===== src/rtl/pwmb_pkg.sv =====
package pwmb_pkg;
    typedef enum logic {
        LVL_PASSIVE = 1'b0,
        LVL_DRIVE   = 1'b1
    } lvl_e;
endpackage


===== src/rtl/pwmb_prescale.sv =====
module pwmb_prescale #(
    parameter int PRE_W = 8
) (
    input  logic             clk,
    input  logic             rst_n,
    input  logic [PRE_W-1:0] glb_div,
    input  logic [PRE_W-1:0] chn_div,
    output logic             tick
);
    localparam int NSTAGE = 2;

    logic [NSTAGE-1:0][PRE_W-1:0] div;
    logic [NSTAGE:0]              en;

    assign div[0] = glb_div;
    assign div[1] = chn_div;
    assign en[0]  = 1'b1;

    for (genvar s = 0; s < NSTAGE; s++) begin : g_stage
        logic [PRE_W-1:0] q;
        logic             expire;
        assign expire = (q >= div[s]);
        always_ff @(posedge clk or negedge rst_n) begin
            if (!rst_n)
                q <= '0;
            else if (en[s])
                q <= expire ? '0 : q + 1'b1;
        end
        assign en[s+1] = en[s] && expire;
    end

    assign tick = en[NSTAGE];
endmodule


===== src/rtl/pwmb_timebase.sv =====
module pwmb_timebase #(
    parameter int CNT_W = 16
) (
    input  logic             clk,
    input  logic             rst_n,
    input  logic             tick,
    input  logic             wr_edge,
    input  logic             wr_period,
    input  logic [CNT_W-1:0] wr_data,
    input  logic             upd_hold,
    output logic [CNT_W-1:0] cnt,
    output logic [CNT_W-1:0] edge_nxt,
    output logic             wrap
);
    localparam logic [CNT_W-1:0] ONE = CNT_W'(1);

    logic [CNT_W-1:0] cnt_q, edge_sh, per_sh, edge_q, per_q;
    logic             load;

    assign wrap     = tick && (cnt_q >= per_q);
    assign load     = wrap && !upd_hold;
    assign edge_nxt = load ? edge_sh : edge_q;
    assign cnt      = cnt_q;

    always_ff @(posedge clk or negedge rst_n) begin
        if (!rst_n)
            cnt_q <= ONE;
        else if (tick)
            cnt_q <= wrap ? ONE : cnt_q + 1'b1;
    end

    always_ff @(posedge clk or negedge rst_n) begin
        if (!rst_n) begin
            edge_sh <= '0;
            per_sh  <= '0;
        end else begin
            if (wr_edge)   edge_sh <= wr_data;
            if (wr_period) per_sh  <= wr_data;
        end
    end

    always_ff @(posedge clk or negedge rst_n) begin
        if (!rst_n) begin
            edge_q <= '0;
            per_q  <= '0;
        end else if (load) begin
            edge_q <= edge_sh;
            per_q  <= per_sh;
        end
    end


    cnt_nonzero_chk: assert property (@(posedge clk) disable iff (!rst_n)
        cnt_q != '0);

    reload_one_chk: assert property (@(posedge clk) disable iff (!rst_n)
        wrap |=> (cnt_q == ONE));

    idle_hold_chk: assert property (@(posedge clk) disable iff (!rst_n)
        !tick |=> $stable(cnt_q));

    load_copy_chk: assert property (@(posedge clk) disable iff (!rst_n)
        (wrap && !upd_hold) |=> (edge_q == $past(edge_sh) && per_q == $past(per_sh)));

    hold_live_chk: assert property (@(posedge clk) disable iff (!rst_n)
        (wrap && upd_hold) |=> ($stable(edge_q) && $stable(per_q)));
endmodule


===== src/rtl/pwmb_wave.sv =====
module pwmb_wave
    import pwmb_pkg::*;
#(
    parameter int CNT_W = 16
) (
    input  logic             clk,
    input  logic             rst_n,
    input  logic             tick,
    input  logic             wrap,
    input  logic [CNT_W-1:0] cnt,
    input  logic [CNT_W-1:0] edge_nxt,
    input  logic             pol_inv,
    input  logic             flag_any,
    input  logic             flag_clr,
    output logic             flag,
    output logic             pwm_out
);
    lvl_e state_q, state_d;
    logic a_ev, b_ev, flag_set, flag_q;

    // zero edge: match on the wrap (count becomes 1); otherwise on leaving count E
    assign a_ev = tick && ((edge_nxt == '0) ? wrap : (!wrap && cnt == edge_nxt));
    assign b_ev = wrap;
    assign flag_set = b_ev || (flag_any && a_ev);

    always_comb begin
        state_d = state_q;
        unique case (state_q)
            LVL_PASSIVE: if (b_ev && !a_ev) state_d = LVL_DRIVE;
            LVL_DRIVE:   if (a_ev)          state_d = LVL_PASSIVE;
            default:                        state_d = LVL_PASSIVE;
        endcase
    end

    always_ff @(posedge clk or negedge rst_n) begin
        if (!rst_n)
            state_q <= LVL_PASSIVE;
        else
            state_q <= state_d;
    end

    always_ff @(posedge clk or negedge rst_n) begin
        if (!rst_n)
            flag_q <= 1'b0;
        else if (flag_set)
            flag_q <= 1'b1;
        else if (flag_clr)
            flag_q <= 1'b0;
    end

    always_comb begin
        pwm_out = (state_q == LVL_DRIVE) ^ pol_inv;
        flag    = flag_q;
    end


    edge_passive_chk: assert property (@(posedge clk) disable iff (!rst_n)
        a_ev |=> (state_q == LVL_PASSIVE));

    zero_edge_chk: assert property (@(posedge clk) disable iff (!rst_n)
        (wrap && edge_nxt == '0) |=> (state_q == LVL_PASSIVE));

    flag_set_chk: assert property (@(posedge clk) disable iff (!rst_n)
        flag_set |=> flag_q);

    flag_clr_chk: assert property (@(posedge clk) disable iff (!rst_n)
        (flag_clr && !flag_set) |=> !flag_q);
endmodule


===== src/rtl/pwmb_chan.sv =====
module pwmb_chan #(
    parameter int CNT_W = 16,
    parameter int PRE_W = 8
) (
    input  logic             clk,
    input  logic             rst_n,
    input  logic [PRE_W-1:0] glb_div,
    input  logic [PRE_W-1:0] chn_div,
    input  logic             wr_edge,
    input  logic             wr_period,
    input  logic [CNT_W-1:0] wr_data,
    input  logic             upd_hold,
    input  logic             pol_inv,
    input  logic             flag_any,
    input  logic             flag_clr,
    output logic             flag,
    output logic             pwm_out
);
    logic             tick, wrap;
    logic [CNT_W-1:0] cnt, edge_nxt;

    pwmb_prescale #(.PRE_W(PRE_W)) u_pre (
        .clk(clk), .rst_n(rst_n), .glb_div(glb_div), .chn_div(chn_div), .tick(tick)
    );

    pwmb_timebase #(.CNT_W(CNT_W)) u_tb (
        .clk(clk), .rst_n(rst_n), .tick(tick), .wr_edge(wr_edge),
        .wr_period(wr_period), .wr_data(wr_data), .upd_hold(upd_hold),
        .cnt(cnt), .edge_nxt(edge_nxt), .wrap(wrap)
    );

    pwmb_wave #(.CNT_W(CNT_W)) u_wave (
        .clk(clk), .rst_n(rst_n), .tick(tick), .wrap(wrap), .cnt(cnt),
        .edge_nxt(edge_nxt), .pol_inv(pol_inv), .flag_any(flag_any),
        .flag_clr(flag_clr), .flag(flag), .pwm_out(pwm_out)
    );
endmodule


===== config.mk =====
export PLATFORM = sky130hd
export DESIGN_NAME = pwmb_chan
export DESIGN_NICKNAME = d
export VERILOG_FILES = /design/src/rtl/pwmb_pkg.sv /design/src/rtl/pwmb_prescale.sv /design/src/rtl/pwmb_timebase.sv /design/src/rtl/pwmb_wave.sv /design/src/rtl/pwmb_chan.sv
export SDC_FILE = /design/constraint.sdc
export NUM_CORES = 1
export LEC_CHECK = 0
export ABC_AREA = 1
export BUFFER_PORTS_ARGS = -buffer_cell sky130_fd_sc_hd__buf_2
export CAP_MARGIN = 20
export CORE_ASPECT_RATIO = 0.8
export CORE_MARGIN = 1
export CORE_UTILIZATION = 55
export DETAILED_ROUTE_END_ITERATION = 7
export PLACE_DENSITY = 0.74
export SYNTH_ARGS = -nofsm -noshare
export SYNTH_HDL_FRONTEND = slang
export SYNTH_HIERARCHICAL = 1
export SYNTH_SLANG_ARGS = --single-unit

===== constraint.sdc =====
create_clock -name clk -period 8.07 [get_ports clk]
set_input_delay 1.614 -clock clk [delete_from_list [all_inputs] [get_ports clk]]
set_output_delay 1.614 -clock clk [all_outputs]
set_load 0.005 [all_outputs]

# == Yosys cells after proc, flatten, opt, wreduce, memory -nomap -nowiden ==
# Index checks and enable logic that the tools add are counted.
# totals
register_bits,98
input_bits,40
# op_classes
n_lt_le_gt_ge,3
bitwise,2
reduce_logical,13
eq_ne,1
addsub,3
mux,10
# op_table
op,count
$mux W16,2
$add A16 B1 Y16 const B,1
$add A8 B1 Y8 const B,2
$eq A16 B16 Y1,1
$ge A16 B16 Y1,1
$ge A8 B8 Y1,2
$logic_not A16 Y1,1
$mux W8,2
$logic_and A1 B1 Y1,7
$mux W1,5
$logic_not A1 Y1,3
$pmux W1 S2,1
$reduce_bool A2 Y1,1
$logic_or A1 B1 Y1,1
$not A1 Y1,1
$xor A1 B1 Y1,1

# == Longest topological paths before layout ==
# depth
ltp_word,13
ltp_mapped,26
depth_no_buf,24

# == Modules after synthesis ==
# Netlist, hierarchy kept.
# by_module_without_submodules
module,seq_area_each_um2,area_per_inst_um2,n_inst,cells_each
pwmb_timebase,2003.2,3747.3,1,375
pwmb_prescale,400.4,1347.5,1,173
pwmb_wave,50.0,503.0,1,117

# == Worst setup path after synthesis ==
# No wires, ideal clock.
# synth_timing
path_type,in2reg
startpoint,in glb_div[5]
endpoint,"reg u_wave.flag_q, in the netlist u_wave/flag"
setup_time_ps,119
required_ps,7951
path_stages,21
arrival_time_ps,3993
path_buffers,3
path_slack_ps,3958
path_cell_list,inv_1 -> ha_1 -> nand2_1 -> nor2_8 -> nand4_4 -> nand3_4 -> buf_12 -> nand2_2 -> inv_2 -> buf_2 -> clkbuf_1 -> nand4_1 -> nand2_1 -> inv_1 -> or2_1 -> nand3_1 -> nor2_1 -> nand3_1 -> nand2_1 -> nand3_1 -> nand2_1
# synth_via
elab_chain_cells,12
word_cells_on_any_way,15
# synth_rtl
element,line,rtl
start: declaration,pwmb_chan.sv:7,"input logic [PRE_W-1:0] glb_div,"
$ge A8 B8 Y1 *,pwmb_prescale.sv:22,assign expire = (q >= div[s]);
$logic_and A1 B1 Y1 *,pwmb_prescale.sv:29,assign en[s+1] = en[s] && expire;
via tick,pwmb_chan.sv:19,"logic tick, wrap;"
$logic_and A1 B1 Y1 *,pwmb_timebase.sv:20,assign wrap = tick && (cnt_q >= per_q);
$logic_and A1 B1 Y1 *,pwmb_timebase.sv:21,assign load = wrap && !upd_hold;
$mux W16 *,pwmb_timebase.sv:22,assign edge_nxt = load ? edge_sh : edge_q;
via edge_nxt[8],pwmb_chan.sv:20,"logic [CNT_W-1:0] cnt, edge_nxt;"
$eq A16 B16 Y1,pwmb_wave.sv:22,assign a_ev = tick && ((edge_nxt == '0) ? wrap : (!wrap && cnt == edge_nxt));
$logic_and A1 B1 Y1,pwmb_wave.sv:22,
$mux W1 *,pwmb_wave.sv:22,
$logic_and A1 B1 Y1 *,pwmb_wave.sv:22,
$logic_and A1 B1 Y1 *,pwmb_wave.sv:24,assign flag_set = b_ev || (flag_any && a_ev);
$logic_or A1 B1 Y1 *,pwmb_wave.sv:24,
$mux W1 or $reduce_bool A2 Y1 (tied branches),n/a,
end signal: assignment,pwmb_wave.sv:44,flag_q <= 1'b0;
end signal: assignment,pwmb_wave.sv:46,flag_q <= 1'b1;
end signal: assignment,pwmb_wave.sv:48,flag_q <= 1'b0;
end: declaration,pwmb_wave.sv:19,"logic a_ev, b_ev, flag_set, flag_q;"
# Mark *: on every way through the listed nets, which the timed path passes. The rest lies on a longest branch.
# A chain may end at the register's enable or synchronous reset.

# == Worst setup path after layout ==
# layout_timing
startpoint,in glb_div[7]
endpoint,"reg u_wave.flag_q, in the netlist u_wave/flag"
# The elaborated chain is that of the path after synthesis.

==> metrics.md <==
| Metric | Value |
|---|---|
| Count of fill cells added during filler insertion | `873` |
| Top flip-flop cell by instance count after synthesis | `dfrtp_1` |
| DRC violation count after routing | `0` |
| Clock share of power | `27.4%` |
| Pin count of the biggest net entering global routing | `79` |
| Dpl hpwl | `8.68 mm` |
| Met2 wire len | `5.02 mm` |
| Routed length on met3 | `691 µm` |
| Total number of placement rows | `32` |
| Relative contribution of sequential cells to total power | `40.3%` |
| Average routed wire per standard cell | `14.0 µm` |
| Worst vdd ir | `0.000176 V` |
| Via Count | `4375` |
| Worst Slack Setup Final | `3140 ps` |
| Synth Instances | `665` |
| Status | `completed` |
| Average vias per placed instance | `5.21` |
| # Max-Cap Violations | `0` |
| Switch share | `37.2%` |
| Clock-pin slew on the worst setup and hold paths | `70 ps` |
| Number of violations reported at the end of detailed-routing iteration 0 | `315` |
| Total setup violations reported at the end of the flow | `0` |
| Floorplan die area | `0.0106 mm²` |
| Synth top area share | `43.4%` |
| Layout net count | `773` |
| Final count of hold timing violations | `0` |
| IO Port Bufs | `41` |
| PnR Total Power | `0.00161 W` |
| Cell chosen for the clock root | `clkbuf_16` |
| Pin slew with the least headroom to its limit | `965 ps` |
| Placed cell area | `0.00586 mm²` |
| Final critical-path share of the clock period | `61.1%` |
| Final core occ | `63.1%` |
| #FFs+latches synth | `98` |
| RSZ-0062 raised after global routing | `false` |
| Setup slack after placement | `2860 ps` |
| Cells taking the most area after synthesis | `dfrtp_1 43%, nand2_1 13%, ha_1 7.8%, mux2_2 6.4%, inv_1 6.2%` |
| Diode insertion count for antenna repair | `0` |
| Start-to-end type of the worst setup path | `input pin to flip-flop` |
| Share of synthesized flip-flops with an asynchronous set or reset | `100%` |
| Height of the die | `92.2 µm` |
| Total of hold buffers inserted after clock tree synthesis | `0` |
| Total number of H-tree levels | `3` |
| Remaining number of nets flagged by the antenna check after routing | `0` |
| Area added between synthesis and finish | `10.1%` |
| Sequential element share of the synthesized area | `43.8%` |
| Maximum fanout count along the critical path | `41` |
| Syn nets | `740` |
| Post-CTS setup repair buffer count | `0` |
| Number of resized instances in the post-cts repair step | `0` |
| Highest metal layer used by the detailed router | `met4` |
| Max Buffers Root-to-Sink | `2` |
| Yosys warning count | `6` |
| Number of antenna violations at the first check in global routing | `0` |
| Post-Route Skew | `9.17 ps` |
| Cell Area, Synth | `0.00560 mm²` |
| Internal Pwr Total | `0.00101 W` |
| Worst min-delay path class | `flip-flop to flip-flop` |
| First-pass iteration count of the detailed router | `5` |
| Initial standard-cell utilization of the core | `57.3%` |
| Final Wtd Congestion | `0.830` |
| Fraction of power consumed by combinational cells | `32.3%` |
| Setup TNS after final layout | `0 ps` |
| Clock tree from TritonCTS | `yes` |
| Number of enable-type register cells in the synthesized netlist | `0` |
| WL final | `11.7 mm` |
| Pwr per Cell Area | `261 mW/mm²` |
| Critical path startpoint category | `input pin` |
| Post-route cell area | `0.00617 mm²` |
| Share of final-layout standard cells stronger than drive strength 1 | `16.5%` |
| Number of global-route vias before repair | `4117` |
| Cell type with the highest aggregate area in the netlist | `dfrtp_1` |
| Insertion delay of the later-clocked pin in the worst-skew pair | `340 ps` |
| WP data required | `8300 ps` |
| Global-route total usage across every layer | `24.3%` |
| Global-route wire length before repair | `19.8 mm` |
| Worst slew slack as a fraction of its limit | `35.7%` |
| Floorplan Core Area | `0.00977 mm²` |
| Number of different library cells in the post-synthesis netlist | `36` |
| Minimum clock period after layout | `4930 ps` |
| GR Overflow Total | `0` |
| Cts bufs inserted | `9` |
| Max Clk Rate | `203 MHz` |
| P_sw | `0.000599 W` |
| Width of the chip | `115 µm` |
| Capturing element type of the critical path | `flip-flop` |
| Post-Route M1 WL | `5.92 mm` |
| CTS Sinks | `98` |
| Leak pwr | `3.25 nW` |
| Final Slew Violations | `0` |
| Post-synthesis average cell area | `8.42 µm²` |
| Data arrival time at the worst-slack endpoint | `5160 ps` |
| Number of placed I/O pins | `42` |
-- worst max-delay path: stages --
cell	delay, ps
buf_2	80
inv_1	30
ha_1	300
nand2_2	100
o21a_1	330
nand3_4	270
nand2_2	70
inv_2	520
nand3_2	680
nand2_1	220
nand2_1	140
nor2_1	110
nand2_1	60
nor2_1	190
a21oi_1	110
nand3_1	80
nand2_1	80
nand3_1	70
nand2_1	60
-- layer usage --
layer	GRT usage [%]	vias up
li1	-	2186
met2	35.4	121
met1	37.0	2060
met5	0	-
met3	5.16	8
met4	5.63	0
-- final timing paths --
| kind | startpoint | endpoint | slack (ps) | cells past startpoint |
|---|---|---|---|---|
| worst max-delay path | glb_div[7] | u_wave/flag | 3140 | 19 |
| worst min-delay path | u_tb/per_q[6] | u_tb/per_q[6] | 480 | 2 |
| worst max register to register | u_pre/g_stage[0].q[5] | u_wave/flag | 4090 | 18 |
| worst min register to register | u_tb/per_q[6] | u_tb/per_q[6] | 480 | 2 |
| max in group asynchronous | rst_n | u_tb/edge_q[11] | 5670 | 2 |
| min in group asynchronous | rst_n | u_tb/cnt[13] | 1150 | 1 |
-- cells in the mapped netlist, drive strengths merged (6+ instances only) --
cell and instances:
a21oi 16, buf 12, clkbuf 8, dfrtp 97, ha 35, inv 95
mux2 32, nand2 198, nand3 17, nand4 48, nor2 67, nor3 6
xnor2 7, xor2 12
-- stage by stage --
stage | hold WS [ps] | cells
floorplan | 442 | 665
global placement | 459 | 823
detailed placement | 462 | 823
CTS | 478 | 839
global route | 503 | 839
finish | 479 | 839
-- registers in the layout, summed over array words and instances, names as in the netlist --
name	flops
u_wave/flag	1
u_tb/cnt	16
u_tb/edge_q	16
u_tb/edge_sh	16
u_pre/g_stage.q	16
u_tb/per_q	16
u_wave/state_q	1
u_tb/per_sh	16
-- power groups by stage --
stage / combinational, W / clock, W / sequential [W]
3_5_place_dp: 0.000513 / 0 / 0.000657
4_1_cts: 0.000516 / 0.000451 / 0.000649
6_report: 0.000520 / 0.000442 / 0.000649
2_1_floorplan: 0.000426 / 0 / 0.000632
5_1_grt: 0.000594 / 0.000472 / 0.000660
3_3_place_gp: 0.000489 / 0 / 0.000654
-- layout by cell type (no fill, tap or decap), types with 2 or more instances in the layout --
master / instances
nand2_1: 191
dfrtp_1: 97
inv_1: 92
nor2_1: 63
nand4_1: 47
buf_2: 40
ha_1: 35
mux2_2: 32
a21oi_1: 15
nand3_1: 14
xor2_1: 12
clkbuf_16: 9
xnor2_1: 7
nand2_2: 5
nor3_2: 5
o21a_1: 3
inv_2: 3
o21ai_0: 3
nor2_2: 3
inv_6: 2
inv_8: 2
buf_4: 2
o21bai_1: 2
nand2_4: 2
nand3_2: 2
or2_1: 2
-- cell type report --
cell class	instances	area, µm²	area share, %
clock buffers	9	225	3.65
clock inverters	7	82.6	1.34
inverters	95	357	5.78
multi-input cells	452	2660	43.2
flip-flops and latches	98	2450	39.8
well taps	136	170	2.76
repair buffers	42	215	3.49
-- cell families after synthesis --
group | share of synthesized area, %
AND/OR/NAND/NOR | 27.7
buffers and inverters | 8.61
AO/OA/AOI/OAI | 2.66
XOR/XNOR | 2.97
flip-flops | 43.8
multiplexers | 6.44
adder cells (fa/ha/maj) | 7.82
No activity file was read; power rests on OpenSTA's default activity.
